`config.mk`:
```
export PLATFORM = sky130hd
export DESIGN_NAME = lcd_mux_seq
export DESIGN_NICKNAME = d
export VERILOG_FILES = /design/src/rtl/lcd_seq_pkg.sv /design/src/rtl/lcd_disp_ram.sv /design/src/rtl/lcd_frame_div.sv /design/src/rtl/lcd_scan_fsm.sv /design/src/rtl/lcd_level_map.sv /design/src/rtl/lcd_mux_seq.sv
export SDC_FILE = /design/constraint.sdc
export NUM_CORES = 1
export LEC_CHECK = 0
export BUFFER_PORTS_ARGS = -buffer_cell sky130_fd_sc_hd__buf_2
export CAP_MARGIN = 10
export CORE_MARGIN = 2
export CORE_UTILIZATION = 45
export CTS_CLUSTER_SIZE = 28
export DETAILED_ROUTE_END_ITERATION = 10
export GPL_TIMING_DRIVEN = 0
export PLACE_DENSITY = 0.73
export REMOVE_ABC_BUFFERS = 1
export SKIP_CTS_REPAIR_TIMING = 1
export SYNTH_ARGS = -nofsm -noshare
export SYNTH_HDL_FRONTEND = slang
export SYNTH_SLANG_ARGS = --single-unit
```
`constraint.sdc`:
```
create_clock -name clk -period 3.9 [get_ports clk]
set_input_delay 0.195 -clock clk [delete_from_list [all_inputs] [get_ports clk]]
set_output_delay 0.195 -clock clk [all_outputs]
set_load 0.05 [all_outputs]
```
`src/rtl/lcd_seq_pkg.sv`:
```
package lcd_seq_pkg;

    localparam logic [1:0] LV0 = 2'd0;
    localparam logic [1:0] LV1 = 2'd1;
    localparam logic [1:0] LV2 = 2'd2;
    localparam logic [1:0] LV3 = 2'd3;

    typedef enum logic [1:0] {
        ST_OFF   = 2'd0,
        ST_RUN   = 2'd1,
        ST_BLANK = 2'd2
    } seq_state_e;

    // number of commons scanned for a mode code
    function automatic logic [2:0] scan_count(input logic [1:0] mode);
        logic [2:0] n;
        case (mode)
            2'b01:   n = 3'd2;
            2'b10:   n = 3'd3;
            2'b11:   n = 3'd4;
            default: n = 3'd0;
        endcase
        return n;
    endfunction

    // inverted frame mirrors the level code
    function automatic logic [1:0] flip(input logic [1:0] v, input logic inv);
        return inv ? ~v : v;
    endfunction

endpackage

```
`src/rtl/lcd_disp_ram.sv`:
```
module lcd_disp_ram #(
    parameter int NSEG = 43,
    parameter int NCOM = 4,
    parameter int AW = 8,
    parameter int BASE_ADDR = 'h64
) (
    input  logic                 clk,
    input  logic                 rst_n,
    input  logic                 wr_en,
    input  logic [AW-1:0]        wr_addr,
    input  logic [7:0]           wr_data,
    output logic [NSEG*NCOM-1:0] seg_bits
);
    localparam int SEG_PER_BYTE = 8 / NCOM;
    localparam int NBYTES = (NSEG + SEG_PER_BYTE - 1) / SEG_PER_BYTE;
    localparam int NBITS = NSEG * NCOM;

    logic [NBITS-1:0] mem_q;
    logic             in_win;
    logic [AW-1:0]    offset;

    always_comb begin
        in_win = (32'(wr_addr) >= BASE_ADDR) && (32'(wr_addr) < BASE_ADDR + NBYTES);
        offset = AW'(32'(wr_addr) - BASE_ADDR);
    end

    for (genvar b = 0; b < NBITS; b++) begin : g_bit
        always_ff @(posedge clk) begin
            if (!rst_n) begin
                mem_q[b] <= 1'b0;
            end else if (wr_en && in_win && (32'(offset) == b / 8)) begin
                mem_q[b] <= wr_data[b % 8];
            end
        end
    end

    assign seg_bits = mem_q;

    // stray writes leave the bitmap untouched
    p_ignore_stray_r9: assert property (@(posedge clk) disable iff (!rst_n)
        (wr_en && !in_win) |=> $stable(mem_q));

endmodule

```
`src/rtl/lcd_frame_div.sv`:
```
module lcd_frame_div #(
    parameter int PRE_BASE = 7,
    parameter int FPW = 2
) (
    input  logic           clk,
    input  logic           rst_n,
    input  logic           run,
    input  logic           tick,
    input  logic [FPW-1:0] fp,
    output logic           step
);
    localparam int CW = PRE_BASE + (1 << FPW) - 1;

    logic [CW-1:0] cnt_q;
    logic [CW-1:0] lim_m1;

    always_comb begin
        lim_m1 = CW'((64'd1 << (PRE_BASE + int'(fp))) - 64'd1);
        step   = run && tick && (cnt_q >= lim_m1);
    end

    always_ff @(posedge clk) begin
        if (!rst_n) begin
            cnt_q <= '0;
        end else if (!run) begin
            cnt_q <= '0;
        end else if (tick) begin
            cnt_q <= step ? '0 : cnt_q + 1'b1;
        end
    end

    // idle enable cycles do not advance the divider
    p_hold_no_tick_r3: assert property (@(posedge clk) disable iff (!rst_n)
        (run && !tick) |=> $stable(cnt_q));

    // a stopped sequencer restarts from a cleared divider
    p_clear_when_off_r2: assert property (@(posedge clk) disable iff (!rst_n)
        !run |=> (cnt_q == '0));

endmodule

```
`src/rtl/lcd_scan_fsm.sv`:
```
module lcd_scan_fsm
    import lcd_seq_pkg::*;
#(
    parameter int NCOM = 4,
    localparam int IW = $clog2(NCOM)
) (
    input  logic          clk,
    input  logic          rst_n,
    input  logic [1:0]    mode,
    input  logic          blank,
    input  logic          step,
    output seq_state_e    state,
    output logic [IW-1:0] idx,
    output logic          pol,
    output logic          active,
    output logic          blank_on
);
    seq_state_e    state_q, state_d;
    logic [IW-1:0] idx_q;
    logic          pol_q;
    logic [2:0]    ncom;
    logic          last;

    always_comb begin
        state_d = state_q;
        unique case (state_q)
            ST_OFF: begin
                if (mode != 2'b00) state_d = blank ? ST_BLANK : ST_RUN;
            end
            ST_RUN: begin
                if (mode == 2'b00) state_d = ST_OFF;
                else if (blank)    state_d = ST_BLANK;
            end
            ST_BLANK: begin
                if (mode == 2'b00) state_d = ST_OFF;
                else if (!blank)   state_d = ST_RUN;
            end
            default: state_d = ST_OFF;
        endcase
    end

    always_ff @(posedge clk) begin
        if (!rst_n) state_q <= ST_OFF;
        else        state_q <= state_d;
    end

    always_comb begin
        ncom = scan_count(mode);
        last = (32'(idx_q) + 1) >= 32'(ncom);
    end

    always_ff @(posedge clk) begin
        if (!rst_n || state_q == ST_OFF) begin
            idx_q <= '0;
            pol_q <= 1'b0;
        end else if (step) begin
            if (last) begin
                idx_q <= '0;
                pol_q <= ~pol_q;
            end else begin
                idx_q <= idx_q + 1'b1;
            end
        end
    end

    always_comb begin
        active   = 1'b0;
        blank_on = 1'b0;
        unique case (state_q)
            ST_OFF:   ;
            ST_RUN:   active = 1'b1;
            ST_BLANK: begin
                active   = 1'b1;
                blank_on = 1'b1;
            end
            default:  ;
        endcase
    end

    assign state = state_q;
    assign idx   = idx_q;
    assign pol   = pol_q;

    // scan position and polarity move only on a step
    p_hold_between_steps_r4: assert property (@(posedge clk) disable iff (!rst_n)
        (state_q != ST_OFF && !step) |=> ($stable(idx_q) && $stable(pol_q)));

    // wrap from the last common flips the frame polarity
    p_wrap_flips_r4: assert property (@(posedge clk) disable iff (!rst_n)
        (state_q != ST_OFF && step && last) |=> (idx_q == '0 && pol_q != $past(pol_q)));

endmodule

```
`src/rtl/lcd_level_map.sv`:
```
module lcd_level_map
    import lcd_seq_pkg::*;
#(
    parameter int NCOM = 4,
    parameter int NSEG = 43,
    localparam int IW = $clog2(NCOM)
) (
    input  logic                 clk,
    input  logic                 rst_n,
    input  logic                 active,
    input  logic                 blank_on,
    input  logic                 third,
    input  logic [2:0]           ncom,
    input  logic [IW-1:0]        idx,
    input  logic                 pol,
    input  logic [NSEG*NCOM-1:0] seg_bits,
    output logic [NCOM*2-1:0]    com_lvl,
    output logic [NSEG*2-1:0]    seg_lvl
);
    logic          idx_ok;
    logic [NCOM-1:0] com_ext;
    logic [NSEG-1:0] seg_ext;

    assign idx_ok = 32'(idx) < 32'(ncom);

    for (genvar c = 0; c < NCOM; c++) begin : g_com
        logic sel;
        always_comb begin
            sel = idx_ok && (32'(idx) == c);
            if (!active) com_lvl[c*2 +: 2] = LV0;
            else         com_lvl[c*2 +: 2] = flip(sel ? LV3 : LV1, pol);
        end
        assign com_ext[c] = (com_lvl[c*2 +: 2] == LV0) || (com_lvl[c*2 +: 2] == LV3);
    end

    for (genvar s = 0; s < NSEG; s++) begin : g_seg
        logic [NCOM-1:0] nib;
        logic            lit;
        always_comb begin
            nib = seg_bits[s*NCOM +: NCOM];
            lit = !blank_on && idx_ok && nib[idx];
            if (!active)  seg_lvl[s*2 +: 2] = LV0;
            else if (lit) seg_lvl[s*2 +: 2] = flip(LV0, pol);
            else          seg_lvl[s*2 +: 2] = flip(third ? LV2 : LV1, pol);
        end
        assign seg_ext[s] = (seg_lvl[s*2 +: 2] == LV0) || (seg_lvl[s*2 +: 2] == LV3);
    end

    // exactly one common sits at a select level while scanning
    p_one_select_r5: assert property (@(posedge clk) disable iff (!rst_n)
        (active && idx_ok) |-> ($countones(com_ext) == 1));

    // no segment is driven to a lit level while blanked
    p_blank_dark_r7: assert property (@(posedge clk) disable iff (!rst_n)
        blank_on |-> (seg_ext == '0));

endmodule

```
`src/rtl/lcd_mux_seq.sv`:
```
module lcd_mux_seq
    import lcd_seq_pkg::*;
#(
    parameter int NCOM = 4,
    parameter int NSEG = 43,
    parameter int AW = 8,
    parameter int BASE_ADDR = 'h64,
    parameter int PRE_BASE = 7
) (
    input  logic              clk,
    input  logic              rst_n,
    input  logic              frame_tick,
    input  logic              wr_en,
    input  logic [AW-1:0]     wr_addr,
    input  logic [7:0]        wr_data,
    input  logic [1:0]        mode_sel,
    input  logic              blank_en,
    input  logic [1:0]        fp_sel,
    output logic [NCOM*2-1:0] com_lvl,
    output logic [NSEG*2-1:0] seg_lvl
);
    localparam int IW = $clog2(NCOM);

    logic [NSEG*NCOM-1:0] seg_bits;
    logic                 step;
    seq_state_e           state;
    logic [IW-1:0]        idx;
    logic                 pol;
    logic                 active;
    logic                 blank_on;
    logic                 third;
    logic [2:0]           ncom;

    assign third = (mode_sel != 2'b01);
    assign ncom  = scan_count(mode_sel);

    lcd_disp_ram #(
        .NSEG(NSEG), .NCOM(NCOM), .AW(AW), .BASE_ADDR(BASE_ADDR)
    ) u_ram (
        .clk(clk), .rst_n(rst_n), .wr_en(wr_en), .wr_addr(wr_addr),
        .wr_data(wr_data), .seg_bits(seg_bits)
    );

    lcd_frame_div #(
        .PRE_BASE(PRE_BASE), .FPW(2)
    ) u_div (
        .clk(clk), .rst_n(rst_n), .run(active), .tick(frame_tick),
        .fp(fp_sel), .step(step)
    );

    lcd_scan_fsm #(
        .NCOM(NCOM)
    ) u_fsm (
        .clk(clk), .rst_n(rst_n), .mode(mode_sel), .blank(blank_en),
        .step(step), .state(state), .idx(idx), .pol(pol),
        .active(active), .blank_on(blank_on)
    );

    lcd_level_map #(
        .NCOM(NCOM), .NSEG(NSEG)
    ) u_map (
        .clk(clk), .rst_n(rst_n), .active(active), .blank_on(blank_on),
        .third(third), .ncom(ncom), .idx(idx), .pol(pol),
        .seg_bits(seg_bits), .com_lvl(com_lvl), .seg_lvl(seg_lvl)
    );

    // a stopped sequencer drives every line to ground
    p_off_ground_r2: assert property (@(posedge clk) disable iff (!rst_n)
        (state == ST_OFF) |-> (com_lvl == '0 && seg_lvl == '0));

endmodule

```
==> results.cfg <==
[sta]
hold_viol_final = 0
post-route-min-period_ns = 3.68
clock_skew_ns = 0.00830
holdWs_ns = 0.122
rsz0062_at_grt = no
fmax_mhz = 272
setup_slack_ns = 0.223
worstMarginPinSlew_ns = 1.02
slew_violations = 0
finalSetupTns_ns = 0
finalCritPeriodShare = 0.943
setup_viol = 0
slew_headroom = 0.322

[placed_design]
port-buffer-count = 118
hpwl_mm = 14.5
dp_slack_ns = 0.678
gp_congestion = 0.736

[clock_tree]
clock_sinks = 187
cts_tree = done
clk_latency_ns = 0.43
cts_buffers = 17
path_clk_slew_ns = 0.07
clk_path_buf_depth = 2
cts_root_buf = clkbuf_16
htree_levels = 4

[status]
outcome = finished, final reports clean

[power]
peakVddDrop_v = 0.000354
leakage_nw = 5.10
power_density_nw_per_um2 = 477

[routing]
route.detailed.drc = 0
via_count = 7644
avgViaCountPerCell = 5.39
wl_per_cell_um = 16.2
dr.pass1.iters = 5
wl_mm = 23.0
drt_iter0_drc = 478
antenna_left = 0

[critical_path]
critPathMaxFanout = 27
worstPathArrival_ns = 3.48
reg2reg_depth = 7
end_kind = output port
crit_path_start_kind = register
reg2reg_from = u_fsm.idx[1]
rrSetupSlack_ns = 1.48
required_ns = 3.70
critPathKind = register to output port
r2r_end = u_fsm.pol

[synthesis]
yosys-top-cells-area = dfxtp_1 36%, mux2i_1 18%, mux4_2 9.3%
synth_top_flop_cell = dfxtp_1
synth_top_area_cell = dfxtp_1
yosysTopAreaCellShare = 0.358
ys_warn_count = 0
netlist_area_um2 = 10500
synth_cell_types = 45
synth-edff-count = 0
ys_seq_area_frac = 0.358
syn-instance-count = 1083
syn_area_per_cell_um2 = 9.66
ys_async_sr_fraction = 0
synth_seq_cells = 187

[layout]
nets = 1171
syn_to_final_growth_pct = 11.8
drive_gt1_frac = 0.187
final_core_util = 0.515
nFillCells = 2030

[floorplan]
coreArea_um2 = 22700
die_y_um = 156
start_util = 0.460
num_rows = 55
chipWidth_um = 156
die-area_um2 = 24500
ios = 119

[global_route]
grt_pass1_vias = 7223
overflow = 0
grt_pass1_wl_mm = 37.3
antenna_found_initial = 2
grt_max_degree = 98
gr-usage-all-layers = 0.190

[min_path]
hold_path_class = input pin to register
holdPathEnd = u_div.cnt_q[1]
whs_path_depth = 3
hp-start = frame_tick

[run]
cap_violations = 0
-- stage by stage --
| step | cells | power (mW) | area [um^2] |
|---|---|---|---|
| detailed placement | 1385 | 3.77 | 11100 |
| global route | 1417 | 5.79 | 11700 |
| floorplan | 975 | 3.32 | 9910 |
| finish | 1419 | 5.58 | 11700 |
| global placement | 1378 | 3.74 | 10900 |
| CTS | 1417 | 5.62 | 11700 |
-- sequential cells by signal, indices dropped and copies added, names as in the netlist --
signal / flops
u_fsm.pol: 1
u_ram.seg_bits: 172
u_div.cnt_q: 10
u_fsm.idx: 2
u_fsm.state: 2
-- final cells by class --
class / instances / area [um^2] / area share
antenna: 2 / 5.00 / 0.000428
clock buffer: 25 / 505 / 0.0432
clock inverter: 7 / 135 / 0.0116
inverter: 12 / 45.0 / 0.00385
multi-input combinational: 776 / 6160 / 0.527
sequential: 187 / 3750 / 0.320
tap: 285 / 357 / 0.0305
timing repair buffer: 125 / 742 / 0.0634
-- cell usage after synthesis (9+ instances only) --
cell and count:
a21oi_1 11, buf_1 9, buf_2 15, buf_4 15, clkbuf_1 67, dfxtp_1 187, ha_1 27, inv_1 12
mux2i_1 189, mux4_2 43, nand2_1 44, nand2b_1 56, nand3_1 85, nand4_1 10, nor2_1 54, nor2b_1 82
nor3b_1 45, o21ai_0 75
-- placed cells by master (no fill, tap or decap), drive strengths merged, types with 4 or more instances in the layout --
master,count
nor2,56
nand2,44
conb,5
ha,27
buf,125
and2,5
and3,4
nor2b,82
a21oi,11
o21ai,75
dfxtp,187
mux2i,189
clkbuf,25
nor3b,45
nand3,85
mux4,43
xor2,6
inv,12
bufinv,4
xnor2,4
nand2b,56
nand4,11
-- worst max-delay path: stages (launching register included) --
cell and delay (ns):
dfxtp_2 0.82, ha_1 0.34, nor2b_1 0.13, o21a_2 0.41
buf_16 0.26, nor3b_1 0.41, nand2b_1 0.18, mux2i_1 0.19
buf_2 0.30
-- logic make-up after synthesis --
family                   share of synthesized area
adder cells (fa/ha/maj)                     0.0323
buffers and inverters                       0.0581
multiplexers                                 0.274
XOR/XNOR                                   0.00837
flip-flops                                   0.358
other                                     0.000359
AND/OR/NAND/NOR                              0.220
AO/OA/AOI/OAI                               0.0495
-- worst max path at each step --
stage,startpoint,slack (ns),to,depth (start not counted)
2_1_floorplan,u_fsm.idx[0],-0.93,seg_lvl[0],7
3_3_place_gp,u_fsm.idx[0],-2.62,seg_lvl[80],8
3_5_place_dp,u_fsm.idx[1],0.68,seg_lvl[74],8
4_1_cts,u_fsm.idx[1],0.20,seg_lvl[74],8
5_1_grt,u_fsm.idx[1],0.04,seg_lvl[54],8
6_report,u_fsm.idx[1],0.22,seg_lvl[74],8
-- power by group --
| group | leakage (nW) | internal [mW] | switching [mW] |
|---|---|---|---|
| sequential | 1.51 | 1.92 | 0.00878 |
| clock | 0.317 | 1.16 | 0.706 |
| combinational | 3.28 | 0.382 | 1.41 |
-- per-layer routing --
| metal | track usage | share of wire | vias to the layer above |
|---|---|---|---|
| met4 | 0.0498 | 0.0091 | 0 |
| li1 | - | - | 3850 |
| met5 | 0 | 0 | - |
| met2 | 0.318 | 0.47 | 122 |
| met1 | 0.256 | 0.48 | 3655 |
| met3 | 0.0305 | 0.034 | 17 |
Note: power is estimated with default switching activity, not from simulation.
